**src/rtl/rst_guard.sv**
```systemverilog
module rst_guard #(
  parameter int FILT_LEN  = 4,
  parameter int DRT_SHORT = 4,
  parameter int DRT_LONG  = 72,
  parameter int WDT_LIMIT = 32
) (
  input  logic       clk,
  input  logic       por_n,
  input  logic       mclr_n,
  input  logic       bod_low,
  input  logic       slow_tick,
  input  logic       fuse_wdt,
  input  logic [1:0] fuse_osc,
  input  logic       opt_we,
  input  logic       opt_swdt_n,
  input  logic       opt_bo_n,
  input  logic       clrwdt,
  input  logic       sleep_cmd,
  input  logic       wake_pin,
  output logic       core_rst,
  output logic       to_flag,
  output logic       pd_flag,
  output logic       wdt_event
);
  localparam int FW = $clog2(FILT_LEN + 1);
  localparam int DW = $clog2(DRT_LONG + DRT_SHORT + 1);
  localparam int WW = $clog2(WDT_LIMIT + 1);

  logic [1:0]    mclr_sync;
  logic          mclr_f;
  logic [FW-1:0] fcnt;
  logic          swdt_n, bo_n;
  logic          asleep, fuse_lat;
  logic [DW-1:0] dcnt;
  logic [WW-1:0] wcnt;

  wire           active   = !core_rst;
  wire           hold     = !mclr_f || (!bo_n && bod_low);
  wire           wdt_en   = (asleep ? fuse_lat : fuse_wdt) || !swdt_n;
  wire           do_sleep = sleep_cmd && active;
  wire           do_clr   = clrwdt && active && !sleep_cmd;
  wire           wdt_to   = active && wdt_en && slow_tick && !sleep_cmd && !clrwdt
                            && (wcnt == WW'(WDT_LIMIT - 1));
  wire           wake     = asleep && wake_pin;
  wire           trigger  = hold || wdt_to || wake;
  wire [DW-1:0]  drt_len  = (fuse_osc == 2'b11) ? DW'(DRT_SHORT) : DW'(DRT_LONG);

  always_ff @(posedge clk or negedge por_n)
    if (!por_n) begin
      mclr_sync <= 2'b11;
      mclr_f    <= 1'b1;
      fcnt      <= '0;
    end else begin
      mclr_sync <= {mclr_sync[0], mclr_n};
      if (mclr_sync[1] == mclr_f)
        fcnt <= '0;
      else if (fcnt == FW'(FILT_LEN - 1)) begin
        mclr_f <= mclr_sync[1];
        fcnt   <= '0;
      end else
        fcnt <= fcnt + 1'b1;
    end

  always_ff @(posedge clk or negedge por_n)
    if (!por_n) begin
      swdt_n <= 1'b1;
      bo_n   <= 1'b1;
    end else if (opt_we && active) begin
      swdt_n <= opt_swdt_n;
      bo_n   <= opt_bo_n;
    end

  always_ff @(posedge clk or negedge por_n)
    if (!por_n) begin
      core_rst <= 1'b1;
      dcnt     <= '0;
    end else if (trigger) begin
      core_rst <= 1'b1;
      dcnt     <= '0;
    end else if (core_rst && slow_tick) begin
      if (dcnt == drt_len - DW'(1)) begin
        core_rst <= 1'b0;
        dcnt     <= '0;
      end else
        dcnt <= dcnt + 1'b1;
    end

  always_ff @(posedge clk or negedge por_n)
    if (!por_n)
      wcnt <= '0;
    else if (core_rst || !wdt_en || do_sleep || do_clr || wdt_to)
      wcnt <= '0;
    else if (slow_tick)
      wcnt <= wcnt + 1'b1;

  always_ff @(posedge clk or negedge por_n)
    if (!por_n) begin
      asleep   <= 1'b0;
      fuse_lat <= 1'b0;
    end else if (trigger)
      asleep <= 1'b0;
    else if (do_sleep) begin
      asleep   <= 1'b1;
      fuse_lat <= fuse_wdt;
    end

  always_ff @(posedge clk or negedge por_n)
    if (!por_n) begin
      to_flag   <= 1'b1;
      pd_flag   <= 1'b1;
      wdt_event <= 1'b0;
    end else begin
      wdt_event <= wdt_to;
      if (wdt_to)
        to_flag <= 1'b0;
      else if (do_sleep) begin
        to_flag <= 1'b1;
        pd_flag <= 1'b0;
      end else if (do_clr) begin
        to_flag <= 1'b1;
        pd_flag <= 1'b1;
      end
    end

  AST_EVENT_RESETS: assert property (@(posedge clk) disable iff (!por_n) wdt_event |-> core_rst);
  AST_EVENT_PULSE:  assert property (@(posedge clk) disable iff (!por_n) wdt_event |=> !wdt_event);
  AST_TO_FALL:      assert property (@(posedge clk) disable iff (!por_n) $fell(to_flag) |-> wdt_event);
  AST_PD_FALL:      assert property (@(posedge clk) disable iff (!por_n) $fell(pd_flag) |-> $past(sleep_cmd));
  AST_HOLD_RESET:   assert property (@(posedge clk) disable iff (!por_n) hold |=> core_rst);
  AST_DRT_ON_TICK:  assert property (@(posedge clk) disable iff (!por_n) $fell(core_rst) |-> $past(slow_tick));
endmodule

```
**config.mk**
```make
export PLATFORM = sky130hd
export DESIGN_NAME = rst_guard
export DESIGN_NICKNAME = d
export VERILOG_FILES = /design/src/rtl/rst_guard.sv
export SDC_FILE = /design/constraint.sdc
export NUM_CORES = 1
export LEC_CHECK = 0
export BUFFER_PORTS_ARGS = -buffer_cell sky130_fd_sc_hd__clkbuf_2
export CAP_MARGIN = 20
export CORE_UTILIZATION = 63
export CTS_BUF_LIST = sky130_fd_sc_hd__clkbuf_8
export DETAILED_ROUTE_END_ITERATION = 6
export GPL_ROUTABILITY_DRIVEN = 0
export HOLD_SLACK_MARGIN = 0.03
export PLACE_DENSITY = 0.86
export SETUP_SLACK_MARGIN = 0.1
export SLEW_MARGIN = 5
export SYNTH_ARGS = -nofsm -noshare
export SYNTH_HDL_FRONTEND = slang
export SYNTH_SLANG_ARGS = --single-unit
```
**constraint.sdc**
```tcl
create_clock -name clk -period 2.7 [get_ports clk]
set_input_delay 0.135 -clock clk [delete_from_list [all_inputs] [get_ports clk]]
set_output_delay 0.135 -clock clk [all_outputs]
set_load 0.005 [all_outputs]
```
==> flow_metrics.py, run 1 <==
metrics = {
    "setup_path": {
        "path_max_fanout": 5,
        "arrival_ps": 1990,
        "r2r-start": "wcnt[0]",
        "crit_family": "simple AND/OR/NAND/NOR gates",
        "worst_setup_path_start_kind": "flip-flop",
        "r2r_slack_ps": 880,
        "path_buf_inv": 0,
        "crit_start": "wcnt[0]",
        "r2r-end": "dcnt[5]",
        "cp_slowest_cell": "or3b_4",
        "end_kind": "flip-flop",
        "cp.depth": 6,
        "cpPeakStageDelay_ps": 440,
        "critPathCapture": "dcnt[5]",
        "critical_path_required_ps": 2860,
        "crit_chain": "ha_1 -> nand4_1 -> or3b_4 -> nor2_4 -> nor2_1 -> a32o_1",
        "worstSetupPathType": "flip-flop to flip-flop",
        "rr_worst_depth": 6,
    },
    "yosys": {
        "synth-edff-count": 0,
        "synthesis.area_um2": 1285,
        "ys.flop_type": "dfrtp_1",
        "async_flop_share_pct": 100.0,
        "seq_area_frac_synth_pct": 53.36,
        "yosys_warnings": 0,
        "synth_cells": 115,
        "synth_cell_types": 34,
        "synth_seq_cells": 27,
        "synth.avg_cell_area_um2": 11.17,
        "syn_nets": 132,
    },
    "cells_and_area": {
        "final_common_cell": "dfrtp_1",
        "areaGrowthSynthToFinish_pct": 13.53,
        "final_cell_mix": "dfrtp_1, nor2_1, clkbuf_2, dfstp_2",
        "drive_above_1_share_pct": 26.28,
        "fill_cells": 110,
        "design_area_um2": 1459,
        "fin_nets": 155,
        "n_antenna_cell": 0,
    },
    "routing": {
        "drc_errors": 0,
        "via_per_inst": 5.784,
        "postRouteAntennaNets": 0,
        "route.vias.total": 937,
        "drtIter0Drc": 28,
        "first_pass_iters": 4,
        "wl_per_cell_um": 14.41,
        "routed_wl_mm": 2.334,
    },
    "floorplan": {
        "dieArea_um2": 2224,
        "io_pins": 18,
        "fp.dieH_um": 47.16,
        "core-area_um2": 1821,
        "start_util_pct": 70.58,
        "dieWidth_um": 47.16,
        "rows": 15,
    },
    "placement": {
        "io_buffers": 17,
        "placed_cell_area_um2": 1394,
        "place_hpwl_mm": 1.745,
    },
    "clock_tree": {
        "clkSinkCount": 27,
        "cts_tree": "done",
        "numCtsBuffers": 3,
        "cts_hold_buf": 2,
        "clock_latency_ps": 270,
        "cts_buffer_depth": 2,
        "postCtsSetupRepairBufs": 0,
        "root_buffer": "clkbuf_8",
        "cts_max_level": 1,
        "post_cts_resized": 0,
        "path_clk_slew_ps": 90,
    },
    "grt": {
        "grt_pass1_vias": 891,
        "antenna_found_initial": 0,
        "grt_pass1_wl_mm": 3.719,
        "grt_start_max_net_pins": 28,
        "grt_overflow": 0,
        "grt_use_total_pct": 24.45,
    },
    "pwr": {
        "switching_share_pct": 25.24,
        "peakVddDrop_mv": 0.4349,
        "cellInternalPower_w": 0.0005923,
        "p_clk_share_pct": 27.7,
        "p_per_area_nw_per_um2": 543.1,
        "power_leakage_nw": 0.6778,
        "pwr-share-comb_pct": 14.1,
        "pwr-share-seq_pct": 58.2,
        "p_sw_w": 0.0002000,
    },
    "timing": {
        "finalSetupViolations": 0,
        "finalHoldViolCount": 0,
        "worstMarginPinSlew_ps": 636.3,
        "period_needed_ps": 1822,
        "post-route-period-util_pct": 67.46,
        "maxSlewHeadroom_pct": 57.58,
        "clock_skew_ps": 2.176,
        "fmax_mhz": 549.0,
        "finalSetupTns_ps": 0,
        "timing.final.max_slew_violations": 0,
        "rsz0062_at_grt": "false",
    },
    "outcome": {
        "status": "finished, final reports clean",
    },
    "min_path": {
        "min_path_cells": 2,
        "hp-class": "primary input to flip-flop",
    },
    "run": {
        "maxCapViolCount": 0,
    },
}
-- stage by stage --
| step | total power [W] | utilization (%) | hold WS, ps | setup slack [ps] | std cells |
|---|---|---|---|---|---|
| floorplan | 0.0005384 | - | -160.6 | 1060 | 115 |
| global placement | 0.0005693 | 76.56 | 177.8 | 997.2 | 156 |
| detailed placement | 0.0005788 | 76.56 | 182.0 | 883.7 | 156 |
| CTS | 0.0007961 | 80.14 | 94.74 | 866.5 | 162 |
| global route | 0.0008259 | 80.14 | 85.53 | 805.2 | 162 |
| finish | 0.0007924 | 80.14 | 93.60 | 878.5 | 162 |
-- state kept, by name, summed over array words and instances, names as in the netlist --
name	count
dcnt	7
wcnt	6
fcnt	3
mclr_sync	2
asleep	1
bo_n	1
core_rst	1
fuse_lat	1
mclr_f	1
pd_flag	1
swdt_n	1
to_flag	1
wdt_event	1
-- synth_stat cells, types with 2 or more instances --
master    count  share of area (%)
o21ai_0       4                1.6
a21oi_1       2               0.78
mux2i_1       2                1.6
xor2_1        3                2.0
nand2b_1      3                1.5
nor2b_1       7                3.4
a32o_1        4                3.1
mux2_2        4                3.5
nor2_1       17                5.0
xnor2_1       3                2.0
and3_1        4                1.9
nand2_1       7                2.0
nand4_1       3                1.5
nor3b_1       3                1.8
nor3_1        2               0.78
dfstp_2       8                 16
ha_1          3                2.9
nand3_1       2               0.78
dfrtp_1      19                 37
-- layout make-up --
type / count / area, um2 / area share (%)
Sequential cell: 27 / 685.7 / 47.00
Multi-Input combinational cell: 86 / 588.1 / 40.31
Timing Repair Buffer: 19 / 105.1 / 7.204
Clock buffer: 3 / 41.29 / 2.830
Tap cell: 25 / 31.28 / 2.144
Clock inverter: 1 / 3.754 / 0.2573
Inverter: 1 / 3.754 / 0.2573
-- worst min-delay path by stage --
| stage | start | slack (ps) | to |
|---|---|---|---|
| floorplan | por_n | -160 | asleep |
| global placement | por_n | 180 | fcnt[2] |
| detailed placement | por_n | 180 | fcnt[2] |
| CTS | opt_swdt_n | 90 | swdt_n |
| global route | opt_swdt_n | 90 | swdt_n |
| finish | opt_swdt_n | 90 | swdt_n |
-- layer usage --
metal  vias to the layer above  track usage [%]  share of wire, %
li1                        450                -                 -
met1                       461            29.29                43
met2                        24            44.72                53
met3                         2            3.846               3.5
met4                         0            8.000              0.77
met5                         -                0                 0
-- kinds of logic after synthesis --
| kind of cell | after synthesis | share of synthesized area, % |
|---|---|---|
| buffers and inverters | 2 | 0.8763 |
| XOR/XNOR | 6 | 4.090 |
| adder cells (fa/ha/maj) | 3 | 2.921 |
| AND/OR/NAND/NOR | 54 | 23.47 |
| AO/OA/AOI/OAI | 17 | 10.23 |
| multiplexers | 6 | 5.063 |
| flip-flops | 27 | 53.36 |
-- power groups by stage --
stage	Combinational, W	Clock [W]	Sequential (W)
after floorplan	0.0000758	0	0.000463
after global placement	0.000104	0	0.000465
after detailed placement	0.000111	0	0.000468
after CTS	0.000114	0.000222	0.000461
after global routing	0.000125	0.000237	0.000464
final	0.000112	0.000220	0.000461
Power figures use the tool's default switching activity.
==> run 2: changes to the inputs <==
- CORE_UTILIZATION: 63 -> 53
- PLACE_DENSITY: 0.86 -> 0.78
- clock period: 2.7 -> 1.5 ns (I/O delays scaled with it)
==> flow_metrics.py, run 2 (synthesized netlist as in run 1, its figures left out) <==
metrics = {
    "grt": {
        "grt_start_max_net_pins": 28,
        "grt_pass1_wl_mm": 3.981,
        "grt_pass1_vias": 931,
        "antenna_found_initial": 0,
        "grt_use_total_pct": 20.68,
        "grt_overflow": 0,
    },
    "clock_tree": {
        "cts_buffer_depth": 2,
        "path_clk_slew_ps": 90,
        "cts_max_level": 1,
        "clkSinkCount": 27,
        "clock_latency_ps": 270,
        "numCtsBuffers": 3,
        "cts_tree": "done",
        "root_buffer": "clkbuf_8",
    },
    "floorplan": {
        "rows": 17,
        "dieArea_um2": 2626,
        "fp.dieH_um": 51.24,
        "dieWidth_um": 51.24,
        "start_util_pct": 56.99,
        "core-area_um2": 2255,
        "io_pins": 18,
    },
    "cells_and_area": {
        "final_common_cell": "dfrtp_1",
        "areaGrowthSynthToFinish_pct": 31.74,
        "largest_register": "dcnt",
        "register_area_um2": 685.7,
        "largest_reg_flops": 7,
        "reg_top3": "dcnt (7), wcnt (6), fcnt (3)",
        "final_cell_mix": "dfrtp_1, clkbuf_2, buf_4, nor2_1, dfstp_2",
        "multi_input_area_um2": 649.4,
        "fin_util_pct": 75.08,
        "drive_above_1_share_pct": 43.31,
        "n_antenna_cell": 0,
        "fin_nets": 175,
        "fill_cells": 149,
    },
    "setup_path": {
        "r2r-start": "wcnt[0]",
        "worstSetupPathType": "flip-flop to flip-flop",
        "rr_worst_depth": 6,
        "r2r_slack_ps": -130,
        "worst_setup_path_start_kind": "flip-flop",
        "arrival_ps": 1800,
        "end_kind": "flip-flop",
        "critPathCapture": "dcnt[4]",
        "critical_path_required_ps": 1670,
        "crit_start": "wcnt[0]",
        "path_max_fanout": 5,
        "r2r-end": "dcnt[4]",
    },
    "pwr": {
        "p_sw_w": 0.0004020,
        "cellInternalPower_w": 0.001111,
        "peakVddDrop_mv": 0.6833,
        "switching_share_pct": 26.57,
        "p_per_area_nw_per_um2": 893.8,
        "p_clk_share_pct": 28.2,
        "power_leakage_nw": 0.7925,
        "pwr-share-seq_pct": 54.9,
        "p_total_w": 0.001513,
        "pwr-share-comb_pct": 16.9,
    },
    "min_path": {
        "min_path_cells": 2,
        "hp-class": "primary input to flip-flop",
    },
    "routing": {
        "postRouteAntennaNets": 0,
        "via_per_inst": 5.432,
        "routed_wl_mm": 2.389,
        "first_pass_iters": 4,
        "route.vias.total": 1005,
        "wl_per_cell_um": 12.91,
        "drtIter0Drc": 12,
        "drc_errors": 0,
    },
    "timing": {
        "worstMarginPinSlew_ps": 645.3,
        "rsz0062_at_grt": "true",
        "holdWs_ps": 38.55,
        "timing.final.max_slew_violations": 0,
        "fmax_mhz": 612.5,
        "clock_skew_ps": 2.591,
        "post-route-period-util_pct": 108.8,
        "maxSlewHeadroom_pct": 56.98,
        "finalWorstSetupSlack_ps": -132.7,
        "period_needed_ps": 1633,
        "finalSetupViolations": 10,
        "finalSetupTns_ps": -763.7,
        "finalHoldViolCount": 0,
    },
    "placement": {
        "io_buffers": 17,
        "place_hpwl_mm": 1.750,
    },
    "run": {
        "maxCapViolCount": 0,
    },
    "outcome": {
        "status": "finished, violations left",
        "violations": "setup timing",
    },
}
-- run 2: per-layer routing --
metal | vias up | share of wire [%] | track usage (%)
li1 | 495 | - | -
met1 | 494 | 48 | 26.81
met2 | 12 | 49 | 34.43
met3 | 4 | 2.1 | 3.571
met4 | 0 | 0.75 | 8.108
met5 | - | 0 | 0
-- run 2: worst max-delay path, stage by stage (launching register included) --
cell and delay, ps:
dfrtp_1 370, ha_2 190, nand4_1 100, or3b_4 420
nor2_4 160, nor2_4 60, a32o_1 240
-- run 2: per-stage QoR --
| stage | cell area (um2) | cells | setup slack [ps] |
|---|---|---|---|
| 6_report | 1693 | 185 | -132.7 |
| 4_1_cts | 1619 | 182 | -127.0 |
| 2_1_floorplan | 1295 | 115 | -108.2 |
| 3_3_place_gp | 1513 | 173 | -86.34 |
| 5_1_grt | 1693 | 185 | -217.9 |
| 3_5_place_dp | 1513 | 173 | -132.3 |
-- run 2: worst min path at each step --
stage | start | to
2_1_floorplan | por_n | asleep
3_3_place_gp | por_n | fcnt[0]
3_5_place_dp | por_n | fcnt[2]
4_1_cts | opt_swdt_n | swdt_n
5_1_grt | opt_bo_n | bo_n
6_report | opt_bo_n | bo_n
-- run 2: final cells by class --
type / count / area share [%]
Clock buffer: 3 / 2.439
Clock inverter: 1 / 0.5174
Inverter: 1 / 0.2217
Multi-Input combinational cell: 86 / 38.36
Sequential cell: 27 / 40.50
Tap cell: 28 / 2.069
Timing Repair Buffer: 39 / 15.89
-- run 2: what timing repair did --
item,CTS,global route
gates resized for setup,3,11
buffers inserted,3,2
hold buffers,2,1
cloned,0,0
endpoints found under the setup margin,15,15
pin swaps,7,6
hold endpoints to repair,20,1
-- run 2: power groups by stage --
| stage | Combinational (W) | Clock [W] | Sequential (W) |
|---|---|---|---|
| after floorplan | 0.000148 | 0 | 0.000833 |
| after global placement | 0.000211 | 0 | 0.000839 |
| after detailed placement | 0.000224 | 0 | 0.000844 |
| after CTS | 0.000232 | 0.000439 | 0.000829 |
| after global routing | 0.000291 | 0.000469 | 0.000839 |
| final | 0.000256 | 0.000426 | 0.000831 |
==> run 3: changes to the inputs <==
- ABC_AREA: default -> 1
- BUFFER_PORTS_ARGS: -buffer_cell sky130_fd_sc_hd__clkbuf_2 -> -buffer_cell sky130_fd_sc_hd__buf_2
- CORE_UTILIZATION: 53 -> 40
- PLACE_DENSITY: 0.78 -> default
==> flow_metrics.py, run 3 <==
metrics = {
    "setup_path": {
        "worstSetupPathType": "flip-flop to flip-flop",
        "worst_setup_path_start_kind": "flip-flop",
        "crit_start": "wcnt[0]",
        "path_max_fanout": 9,
        "critical_path_required_ps": 1660,
        "arrival_ps": 1520,
        "end_kind": "flip-flop",
        "r2r-start": "wcnt[0]",
    },
    "cells_and_area": {
        "areaGrowthSynthToFinish_pct": 20.79,
        "final_common_cell": "nand2_1",
        "largest_register": "dcnt",
        "fill_cells": 353,
        "largest_reg_flops": 7,
        "multi_input_area_um2": 671.9,
        "final_cell_mix": "nand2_1, inv_1, dfrtp_1, buf_2, nor2_1",
        "drive_above_1_share_pct": 26.70,
        "fin_nets": 224,
        "reg_top3": "dcnt (7), wcnt (6), fcnt (3)",
        "register_area_um2": 685.7,
        "n_antenna_cell": 0,
    },
    "floorplan": {
        "start_util_pct": 42.41,
        "dieArea_um2": 3809,
        "core-area_um2": 3363,
        "fp.dieH_um": 61.72,
        "dieWidth_um": 61.72,
        "io_pins": 18,
        "rows": 21,
    },
    "timing": {
        "period_needed_ps": 1361,
        "fmax_mhz": 734.6,
        "post-route-period-util_pct": 90.76,
        "finalSetupViolations": 0,
        "clock_skew_ps": 2.223,
        "maxSlewHeadroom_pct": 60.74,
        "finalHoldViolCount": 0,
        "rsz0062_at_grt": "true",
        "worstMarginPinSlew_ps": 588.9,
        "finalSetupTns_ps": 0,
        "finalWorstSetupSlack_ps": 138.7,
        "timing.final.max_slew_violations": 0,
    },
    "grt": {
        "grt_start_max_net_pins": 28,
        "grt_overflow": 0,
        "antenna_found_initial": 0,
        "grt_pass1_wl_mm": 4.450,
        "grt_use_total_pct": 15.91,
        "grt_pass1_vias": 1089,
    },
    "yosys": {
        "ys.flop_type": "dfrtp_1",
        "synth.avg_cell_area_um2": 8.104,
        "synth_area_leaders": "dfrtp_1, dfstp_2, nand2_1, inv_1, nand3_1",
        "synth_cells": 176,
        "syn_nets": 193,
        "synth_seq_cells": 27,
        "synth_commonest_cells": "nand2_1, inv_1, dfrtp_1, nor2_1, nand3_1",
        "yosysTopAreaCell": "dfrtp_1",
        "synth-edff-count": 0,
        "async_flop_share_pct": 100.0,
        "yosysTopAreaCellShare_pct": 33.33,
        "seq_area_frac_synth_pct": 48.07,
        "yosys_warnings": 0,
        "synthesis.area_um2": 1426,
        "synth_cell_types": 22,
        "synth.most_common_cell": "nand2_1",
    },
    "routing": {
        "highest-signal-layer": "met4",
        "first_pass_iters": 4,
        "route.vias.total": 1186,
        "wl_per_cell_um": 10.81,
        "route.met3.wl_um": 73,
        "via_per_inst": 4.706,
        "postRouteAntennaNets": 0,
        "drc_errors": 0,
        "wl_met1_mm": 1.225,
        "route.met2.wl_mm": 1.409,
        "drtIter0Drc": 43,
        "routed_wl_mm": 2.723,
    },
    "outcome": {
        "status": "finished, final reports clean",
    },
    "min_path": {
        "hp-start": "opt_swdt_n",
        "hp-class": "primary input to flip-flop",
    },
    "clock_tree": {
        "root_buffer": "clkbuf_8",
        "clock_latency_ps": 260,
        "cts_max_level": 1,
        "numCtsBuffers": 3,
        "cts_buffer_depth": 2,
        "path_clk_slew_ps": 90,
        "clkSinkCount": 27,
        "cts_tree": "done",
    },
    "pwr": {
        "switching_share_pct": 26.28,
        "p_sw_w": 0.0003840,
        "peakVddDrop_mv": 0.4706,
        "power_leakage_nw": 0.8641,
        "pwr-share-comb_pct": 17.5,
        "p_clk_share_pct": 26.8,
        "p_per_area_nw_per_um2": 848.1,
        "pwr-share-seq_pct": 55.7,
        "cellInternalPower_w": 0.001077,
    },
    "placement": {
        "dp_slack_ps": 72.87,
        "io_buffers": 17,
        "place_hpwl_mm": 2.009,
    },
    "run": {
        "maxCapViolCount": 0,
    },
}
-- run 3: stage by stage --
stage | std cells | hold slack (ps) | utilization [%] | power (W) | cell area, um2
floorplan | 176 | -220.6 | - | 0.0009861 | 1426
global placement | 239 | 114.2 | 46.73 | 0.001060 | 1572
detailed placement | 239 | 115.1 | 46.73 | 0.001073 | 1572
CTS | 246 | 34.60 | 49.22 | 0.001483 | 1655
global route | 252 | 37.28 | 51.23 | 0.001541 | 1723
finish | 252 | 39.13 | 51.23 | 0.001461 | 1723
-- run 3: power by group through the flow --
| stage | sequential (W) | clock, W | combinational (W) |
|---|---|---|---|
| floorplan | 0.000824 | 0 | 0.000162 |
| global placement | 0.000828 | 0 | 0.000232 |
| detailed placement | 0.000832 | 0 | 0.000240 |
| CTS | 0.000815 | 0.000412 | 0.000255 |
| global route | 0.000821 | 0.000434 | 0.000286 |
| finish | 0.000814 | 0.000392 | 0.000255 |
-- run 3: metal layers --
metal / GRT usage [%] / vias to the layer above
li1: - / 613
met1: 19.33 / 553
met2: 28.57 / 18
met3: 2.899 / 2
met4: 5.079 / 0
met5: 0 / -
-- run 3: cells by family (layout without fill, tap and decap cells) --
group           Yosys count  after routing  synth area share (%)
simple gates            105            105                 34.56
buf+inv                  27             57                 7.192
fa+ha+maj                 3              3                 2.632
xor+xnor                  5              5                 3.071
mux                       3              3                 2.368
compound gates            6              6                 2.105
flops                    27             27                 48.07
-- run 3: layout make-up --
type | count | area share, %
clock inverters | 1 | 0.2179
multi-input cells | 122 | 39.00
repair buffers | 27 | 9.586
clock buffers | 3 | 2.397
well taps | 46 | 3.341
flip-flops and latches | 27 | 39.80
inverters | 26 | 5.664
-- run 3: repair_timing --
action,CTS,global route
setup endpoints to repair,8,15
pin swaps,0,2
buffers inserted,1,6
hold endpoints to repair,20,0
gates resized for setup,2,7
hold buffers,2,0
-- run 3: worst max-delay path, cell delays in order (launching register included) --
cell	delay, ps
dfrtp_1	380
ha_2	200
nand3_2	110
nor2_4	170
nand2_2	100
nor2_4	120
nor2_4	70
nand3_1	70
nand2_1	50
-- run 3: worst paths after layout --
| kind | cells past startpoint | end | slack, ps |
|---|---|---|---|
| max | 8 | dcnt[4] | 140 |
| min | 2 | swdt_n | 40 |
| max reg2reg | 8 | dcnt[4] | 140 |
| min reg2reg | 0 | mclr_sync[1] | 360 |
| max in group asynchronous | 2 | fuse_lat | 770 |
| min in group asynchronous | 2 | wcnt[4] | 350 |
